<file path="config.mk">
export PLATFORM = sky130hd
export DESIGN_NAME = excl_mon
export DESIGN_NICKNAME = d
export VERILOG_FILES = /design/src/rtl/excl_mon_pkg.sv /design/src/rtl/excl_range_calc.sv /design/src/rtl/excl_entry_cmp.sv /design/src/rtl/excl_mon.sv
export SDC_FILE = /design/constraint.sdc
export NUM_CORES = 1
export LEC_CHECK = 0
export BUFFER_PORTS_ARGS = -buffer_cell sky130_fd_sc_hd__buf_2
export CAP_MARGIN = 20
export CORE_MARGIN = 2
export CORE_UTILIZATION = 30
export CTS_CLUSTER_DIAMETER = 200
export DETAILED_ROUTE_END_ITERATION = 10
export GPL_TIMING_DRIVEN = 1
export PLACE_DENSITY = 0.55
export SYNTH_ARGS = -nofsm -noshare
export SYNTH_HDL_FRONTEND = slang
export SYNTH_HIERARCHICAL = 1
export SYNTH_SLANG_ARGS = --single-unit
</file>
<file path="constraint.sdc">
create_clock -name clk -period 16.9 [get_ports clk]
set_input_delay 1.69 -clock clk [delete_from_list [all_inputs] [get_ports clk]]
set_output_delay 1.69 -clock clk [all_outputs]
set_load 0.01 [all_outputs]
</file>
<file path="src/rtl/excl_mon_pkg.sv">
package excl_mon_pkg;

    typedef enum logic [1:0] {
        BK_FIXED = 2'd0,
        BK_INCR  = 2'd1,
        BK_WRAP  = 2'd2,
        BK_RSVD  = 2'd3
    } burst_kind_e;

    // Slot choice for a new reservation among two slots.
    function automatic logic pick_slot(input logic [1:0] live,
                                       input logic [1:0] owned,
                                       input logic       oldest);
        logic s;
        if (owned[0])      s = 1'b0;
        else if (owned[1]) s = 1'b1;
        else if (!live[0]) s = 1'b0;
        else if (!live[1]) s = 1'b1;
        else               s = oldest;
        return s;
    endfunction

endpackage

</file>
<file path="src/rtl/excl_range_calc.sv">
module excl_range_calc #(
    parameter int ADDR_W     = 32,
    parameter int BEAT_BYTES = 4
) (
    input  logic [ADDR_W-1:0] addr,
    input  logic [3:0]        len,
    input  logic [1:0]        burst,
    output logic [ADDR_W-1:0] lo,
    output logic [ADDR_W-1:0] hi,
    output logic              legal
);
    import excl_mon_pkg::*;

    localparam int              BEAT_LG   = $clog2(BEAT_BYTES);
    localparam logic [ADDR_W-1:0] BEAT_MASK = ADDR_W'(BEAT_BYTES - 1);

    logic [ADDR_W-1:0] base;
    logic [ADDR_W-1:0] span;
    logic [ADDR_W-1:0] wrap_lo;

    always_comb begin
        base    = addr & ~BEAT_MASK;
        span    = (ADDR_W'(len) + ADDR_W'(1)) << BEAT_LG;
        wrap_lo = addr & ~(span - ADDR_W'(1));
        lo      = base;
        hi      = base | BEAT_MASK;
        legal   = 1'b0;
        case (burst_kind_e'(burst))
            BK_INCR: begin
                lo    = base;
                hi    = base + span - ADDR_W'(1);
                legal = 1'b1;
            end
            BK_WRAP: begin
                lo    = wrap_lo;
                hi    = wrap_lo + span - ADDR_W'(1);
                legal = (len == 4'd1) || (len == 4'd3) ||
                        (len == 4'd7) || (len == 4'd15);
            end
            default: begin
                lo    = base;
                hi    = base | BEAT_MASK;
                legal = 1'b0;
            end
        endcase
    end

endmodule

</file>
<file path="src/rtl/excl_entry_cmp.sv">
module excl_entry_cmp #(
    parameter int ID_W   = 4,
    parameter int ADDR_W = 32,
    parameter int N_ENT  = 2
) (
    input  logic [ID_W-1:0]                 req_id,
    input  logic [ADDR_W-1:0]               req_lo,
    input  logic [ADDR_W-1:0]               req_hi,
    input  logic [N_ENT-1:0][ID_W-1:0]      ent_id,
    input  logic [N_ENT-1:0][ADDR_W-1:0]    ent_lo,
    input  logic [N_ENT-1:0][ADDR_W-1:0]    ent_hi,
    output logic [N_ENT-1:0]                exact,
    output logic [N_ENT-1:0]                overlap
);

    for (genvar e = 0; e < N_ENT; e++) begin : g_ent
        assign exact[e]   = (req_id == ent_id[e]) &&
                            (req_lo == ent_lo[e]) &&
                            (req_hi == ent_hi[e]);
        assign overlap[e] = (req_lo <= ent_hi[e]) && (req_hi >= ent_lo[e]);
    end

endmodule

</file>
<file path="src/rtl/excl_mon.sv">
module excl_mon #(
    parameter int NUM_PORTS  = 2,
    parameter int ID_W       = 4,
    parameter int ADDR_W     = 32,
    parameter int BEAT_BYTES = 4
) (
    input  logic                          clk,
    input  logic                          rst,
    input  logic [NUM_PORTS-1:0]          rd_vld,
    input  logic [NUM_PORTS-1:0]          rd_lock,
    input  logic [NUM_PORTS*ID_W-1:0]     rd_id,
    input  logic [NUM_PORTS*ADDR_W-1:0]   rd_addr,
    input  logic [NUM_PORTS*4-1:0]        rd_len,
    input  logic [NUM_PORTS*2-1:0]        rd_burst,
    input  logic [NUM_PORTS-1:0]          wr_vld,
    input  logic [NUM_PORTS-1:0]          wr_lock,
    input  logic [NUM_PORTS*ID_W-1:0]     wr_id,
    input  logic [NUM_PORTS*ADDR_W-1:0]   wr_addr,
    input  logic [NUM_PORTS*4-1:0]        wr_len,
    input  logic [NUM_PORTS*2-1:0]        wr_burst,
    output logic [NUM_PORTS-1:0]          rd_rsp_vld,
    output logic [NUM_PORTS-1:0]          rd_rsp_exok,
    output logic [NUM_PORTS-1:0]          wr_rsp_vld,
    output logic [NUM_PORTS-1:0]          wr_rsp_exok,
    output logic [NUM_PORTS-1:0]          wr_commit
);
    import excl_mon_pkg::*;

    localparam int N_ENT = 2;

    typedef struct packed {
        logic [N_ENT-1:0]              vld;
        logic [N_ENT-1:0][ID_W-1:0]    id;
        logic [N_ENT-1:0][ADDR_W-1:0]  lo;
        logic [N_ENT-1:0][ADDR_W-1:0]  hi;
        logic                          age;
        logic [NUM_PORTS-1:0]          rrv;
        logic [NUM_PORTS-1:0]          rrx;
        logic [NUM_PORTS-1:0]          wrv;
        logic [NUM_PORTS-1:0]          wrx;
        logic [NUM_PORTS-1:0]          wcm;
    } mon_st_t;

    mon_st_t st_d, st_q;

    // Per-port burst ranges and comparisons against the stored slots.
    logic [ADDR_W-1:0] r_lo    [NUM_PORTS];
    logic [ADDR_W-1:0] r_hi    [NUM_PORTS];
    logic              r_legal [NUM_PORTS];
    logic [ADDR_W-1:0] w_lo    [NUM_PORTS];
    logic [ADDR_W-1:0] w_hi    [NUM_PORTS];
    logic              w_legal [NUM_PORTS];
    logic [N_ENT-1:0]  w_exact [NUM_PORTS];
    logic [N_ENT-1:0]  w_ovl   [NUM_PORTS];

    for (genvar p = 0; p < NUM_PORTS; p++) begin : g_port
        excl_range_calc #(.ADDR_W(ADDR_W), .BEAT_BYTES(BEAT_BYTES)) u_rd_rng (
            .addr  (rd_addr[p*ADDR_W +: ADDR_W]),
            .len   (rd_len[p*4 +: 4]),
            .burst (rd_burst[p*2 +: 2]),
            .lo    (r_lo[p]),
            .hi    (r_hi[p]),
            .legal (r_legal[p])
        );
        excl_range_calc #(.ADDR_W(ADDR_W), .BEAT_BYTES(BEAT_BYTES)) u_wr_rng (
            .addr  (wr_addr[p*ADDR_W +: ADDR_W]),
            .len   (wr_len[p*4 +: 4]),
            .burst (wr_burst[p*2 +: 2]),
            .lo    (w_lo[p]),
            .hi    (w_hi[p]),
            .legal (w_legal[p])
        );
        excl_entry_cmp #(.ID_W(ID_W), .ADDR_W(ADDR_W), .N_ENT(N_ENT)) u_wr_cmp (
            .req_id  (wr_id[p*ID_W +: ID_W]),
            .req_lo  (w_lo[p]),
            .req_hi  (w_hi[p]),
            .ent_id  (st_q.id),
            .ent_lo  (st_q.lo),
            .ent_hi  (st_q.hi),
            .exact   (w_exact[p]),
            .overlap (w_ovl[p])
        );
    end

    logic [N_ENT-1:0] live;
    logic [N_ENT-1:0] owned;
    logic             slot;
    logic             pass;

    always_comb begin
        st_d     = st_q;
        st_d.rrv = '0;
        st_d.rrx = '0;
        st_d.wrv = '0;
        st_d.wrx = '0;
        st_d.wcm = '0;
        live     = st_q.vld;
        owned    = '0;
        slot     = 1'b0;
        pass     = 1'b0;

        // Write phase: port order, lower index commits first.
        for (int p = 0; p < NUM_PORTS; p++) begin
            if (wr_vld[p]) begin
                st_d.wrv[p] = 1'b1;
                if (wr_lock[p]) begin
                    pass        = w_legal[p] && ((w_exact[p] & live) != '0);
                    st_d.wrx[p] = pass;
                    st_d.wcm[p] = pass;
                end else begin
                    st_d.wcm[p] = 1'b1;
                end
                if (st_d.wcm[p]) begin
                    live = live & ~w_ovl[p];
                end
            end
        end
        st_d.vld = live;

        // Read phase: reservations placed after write clearing.
        for (int p = 0; p < NUM_PORTS; p++) begin
            if (rd_vld[p]) begin
                st_d.rrv[p] = 1'b1;
                if (rd_lock[p] && r_legal[p]) begin
                    st_d.rrx[p] = 1'b1;
                    for (int e = 0; e < N_ENT; e++) begin
                        owned[e] = st_d.vld[e] &&
                                   (st_d.id[e] == rd_id[p*ID_W +: ID_W]);
                    end
                    slot = pick_slot(st_d.vld, owned, st_d.age);
                    st_d.vld[slot] = 1'b1;
                    st_d.id[slot]  = rd_id[p*ID_W +: ID_W];
                    st_d.lo[slot]  = r_lo[p];
                    st_d.hi[slot]  = r_hi[p];
                    st_d.age       = ~slot;
                end
            end
        end
    end

    always_ff @(posedge clk) begin
        if (rst) begin
            st_q     <= '0;
        end else begin
            st_q     <= st_d;
        end
    end

    assign rd_rsp_vld  = st_q.rrv;
    assign rd_rsp_exok = st_q.rrx;
    assign wr_rsp_vld  = st_q.wrv;
    assign wr_rsp_exok = st_q.wrx;
    assign wr_commit   = st_q.wcm;

    // Slot-state properties.
    AST_IDS_DISTINCT: assert property (@(posedge clk) disable iff (rst)
        (&st_q.vld) |-> (st_q.id[0] != st_q.id[1]));
    AST_RESET_EMPTY: assert property (@(posedge clk) disable iff (rst)
        $past(rst) |-> (st_q.vld == '0 && wr_commit == '0 && rd_rsp_exok == '0));

    for (genvar p = 0; p < NUM_PORTS; p++) begin : g_chk
        AST_RD_EXOK_CAUSE: assert property (@(posedge clk) disable iff (rst)
            rd_rsp_exok[p] |-> $past(rd_vld[p] && rd_lock[p]));
        AST_EXOK_HAD_RESV: assert property (@(posedge clk) disable iff (rst)
            wr_rsp_exok[p] |-> $past(st_q.vld != '0));
        AST_FAIL_NO_COMMIT: assert property (@(posedge clk) disable iff (rst)
            (wr_rsp_vld[p] && !wr_rsp_exok[p] && $past(wr_lock[p])) |-> !wr_commit[p]);
        AST_PLAIN_COMMIT: assert property (@(posedge clk) disable iff (rst)
            (wr_rsp_vld[p] && $past(!wr_lock[p])) |-> (wr_commit[p] && !wr_rsp_exok[p]));
    end

endmodule

</file>
==> results.json <==
{
  "crit_fanout": 69,
  "ioPinCount": 188,
  "p_sw_share_pct": 48.4,
  "clk_latency_ps": 450,
  "area_growth_pct": 7.83,
  "vias_per_cell": 5.68,
  "rsz0062_at_grt": "false",
  "period_needed_ps": 11640,
  "hold_class": "register to register",
  "finClkSkew_ps": 21.5,
  "max_freq_mhz": 85.9,
  "p_seq_share_pct": 19.6,
  "yosys_warnings": 6,
  "yosys-top-cells-area": "ha_1, dfxtp_1, xnor2_1",
  "nNetsFinal": 5482,
  "drt-initial-drc-count": 3665,
  "r2r-end": "st_q[90]",
  "synth_edf_count": 0,
  "reg2reg_slack_ps": 9980,
  "clockBufferDepth": 2,
  "drive_above_1_share_pct": 9.16,
  "grt_overflow": 0,
  "avgSynthCellArea_um2": 7.26,
  "cts_hold_buf": 0,
  "io_buffers": 179,
  "r2r-start": "st_q[26]",
  "dr.pass1.iters": 6,
  "synthSimpleGateAreaFrac_pct": 17.5,
  "max_cap_viol_count": 0,
  "synth_common_cells": "inv_1, ha_1, a21oi_1",
  "power_frac_comb_pct": 61.3,
  "critPathCapture": "st_q[90]",
  "slowest_delay_ps": 780,
  "end_kind": "register",
  "synthCells": 4787,
  "power_density_nw_per_um2": 54.0,
  "slew_viol_final": 0,
  "ys_seq_elements": 149,
  "finalNonFillerCells": 6331,
  "yosys_most_used_dff": "dfxtp_1",
  "drc": 0,
  "cts_resized": 0,
  "detailed_place_hpwl_mm": 118,
  "p_int_w": 0.00104,
  "antenna_left": 0,
  "core_area_um2": 115000,
  "antenna_found_initial": 4,
  "gp_congestion": 1.04,
  "power.leakage_nw": 16.7,
  "reg2regPathDepth": 18,
  "cts_root_buf": "clkbuf_16",
  "cts_setup_buffers": 0,
  "worst_pin_slew_ps": 1230,
  "clock-sinks": 149,
  "wirelength_mm": 147,
  "clockPowerShare_pct": 19.1,
  "synth_xor_area_share_pct": 12.3,
  "finalSetupViolCount": 0,
  "fp.dieW_um": 344,
  "vias": 36000,
  "cts_tree": "built",
  "dpl.cell_count": 6297,
  "avgRoutedWirePerCell_um": 23.2,
  "cts_buffers": 17,
  "synthMuxAreaShare_pct": 6.61,
  "synth_compound_area_share_pct": 27.6,
  "yosys.area_share.adder_pct": 18.2,
  "cp_common_cell": "ha_1",
  "tns_ps": 0,
  "synth_top_family_by_area": "compound AO/OA/AOI/OAI gates",
  "grt_max_degree": 76,
  "die_h_um": 344,
  "yosysTopAreaCell": "ha_1",
  "fin_area_um2": 37500,
  "finalHoldViolCount": 0,
  "yosysMostFrequentCell": "inv_1",
  "start_kind": "input pin",
  "worstPathRequired_ps": 17240,
  "cp-startpoint": "wr_len[0]",
  "p_switching_w": 0.000979,
  "peakVddDrop_mv": 0.0709,
  "finalCritPeriodShare_pct": 68.9,
  "ys_types": 117,
  "yosysSeqAreaShare_pct": 8.59,
  "grt.total_usage_pct": 23.9,
  "htreeDepth": 4,
  "start_util_pct": 30.3,
  "syn_area_um2": 34700,
  "crit_type": "input pin to register",
  "clkTransAtPathRegs_ps": 70,
  "n_fill_cell": 12400,
  "async_flop_share_pct": 0,
  "relSlewSlack_pct": 17.3,
  "synth_top_area_share_pct": 17.7,
  "arrival_ps": 11980,
  "p_total_w": 0.00202,
  "crit_slowest_cell": "buf_4",
  "grt_pass1_vias": 33100,
  "min-delay-start": "st_q[10]",
  "dieArea_um2": 119000,
  "status": "finished clean",
  "dpl-instance-area_um2": 36900,
  "rows": 124,
  "utilization_pct": 32.7,
  "grt_pass1_wl_mm": 215
}
-- critical path, delay by kind of cell --
family | cells | cell delay, ps
xor+xnor | 1 | 120
simple gates | 10 | 2700
fa+ha+maj | 4 | 1360
buf+inv | 4 | 1460
compound gates | 13 | 4530
-- flip-flops by register name (all words and copies together) (netlist names) --
name,cells
wr_rsp_exok,2
wr_rsp_vld,2
rd_rsp_exok,2
st_q,139
rd_rsp_vld,2
wr_commit,2
-- layout by cell type, fill, tap and decap left out, drive strengths merged, types with 26 or more instances in the layout --
cell,netlist,final
inv,548,554
ha,492,492
a21oi,478,478
nor2,332,332
nand2,316,316
xnor2,279,279
o21ai,227,227
buf,83,224
xor2,209,209
dfxtp,149,149
mux2i,144,144
a21o,141,141
a221oi,136,136
nand4,111,111
nor2b,109,109
nand3,88,88
nor3,76,76
mux2,76,76
nor4,67,67
o211ai,47,47
a211oi,46,46
nand2b,34,34
and3,34,34
a31oi,27,27
o221ai,26,26
-- cell families after synthesis --
logic type      Yosys count
buf+inv                 787
other cells               8
mux                     220
xor+xnor                488
fa+ha+maj               500
compound gates         1390
flops                   149
simple gates           1245
-- through the flow --
step / setup slack [ps] / hold slack (ps)
global placement: 5190 / 620
finish: 5260 / 646
global route: 4700 / 708
detailed placement: 5040 / 628
floorplan: 7710 / 566
CTS: 5470 / 640
-- final cells by class --
cell class	instances	area (um^2)	area share, %
Antenna cell	2	5.00	0.0134
Tap cell	1512	1890	5.05
Inverter	553	2080	5.54
Timing Repair Buffer	224	1240	3.31
Sequential cell	149	2980	7.96
Clock inverter	14	143	0.381
Multi-Input combinational cell	3859	28700	76.6
Clock buffer	18	439	1.17
-- power groups by stage --
stage               clock network, W  logic [W]  registers (W)
floorplan                          0   0.000889       0.000379
global placement                   0    0.00120       0.000402
detailed placement                 0    0.00121       0.000402
CTS                         0.000396    0.00122       0.000394
global route                0.000406    0.00137       0.000395
finish                      0.000387    0.00124       0.000397
-- worst min path at each step --
stage,end,cells past startpoint
after floorplan,st_q[10],2
after global placement,st_q[10],2
after detailed placement,st_q[10],2
after CTS,st_q[10],2
after global routing,st_q[10],2
final,st_q[10],2
-- per-layer routing --
| layer | share of wire [%] | GRT usage, % | vias to the layer above | wire length, um |
|---|---|---|---|---|
| met5 | 0.031 | 0 | - | 45 |
| met4 | 4.5 | 9.56 | 8 | 6560 |
| met3 | 6.9 | 2.40 | 227 | 10100 |
| met2 | 43 | 37.3 | 1300 | 63000 |
| met1 | 46 | 33.7 | 17200 | 66900 |
| li1 | - | - | 17300 | - |
No activity file was read; power rests on OpenSTA's default activity.
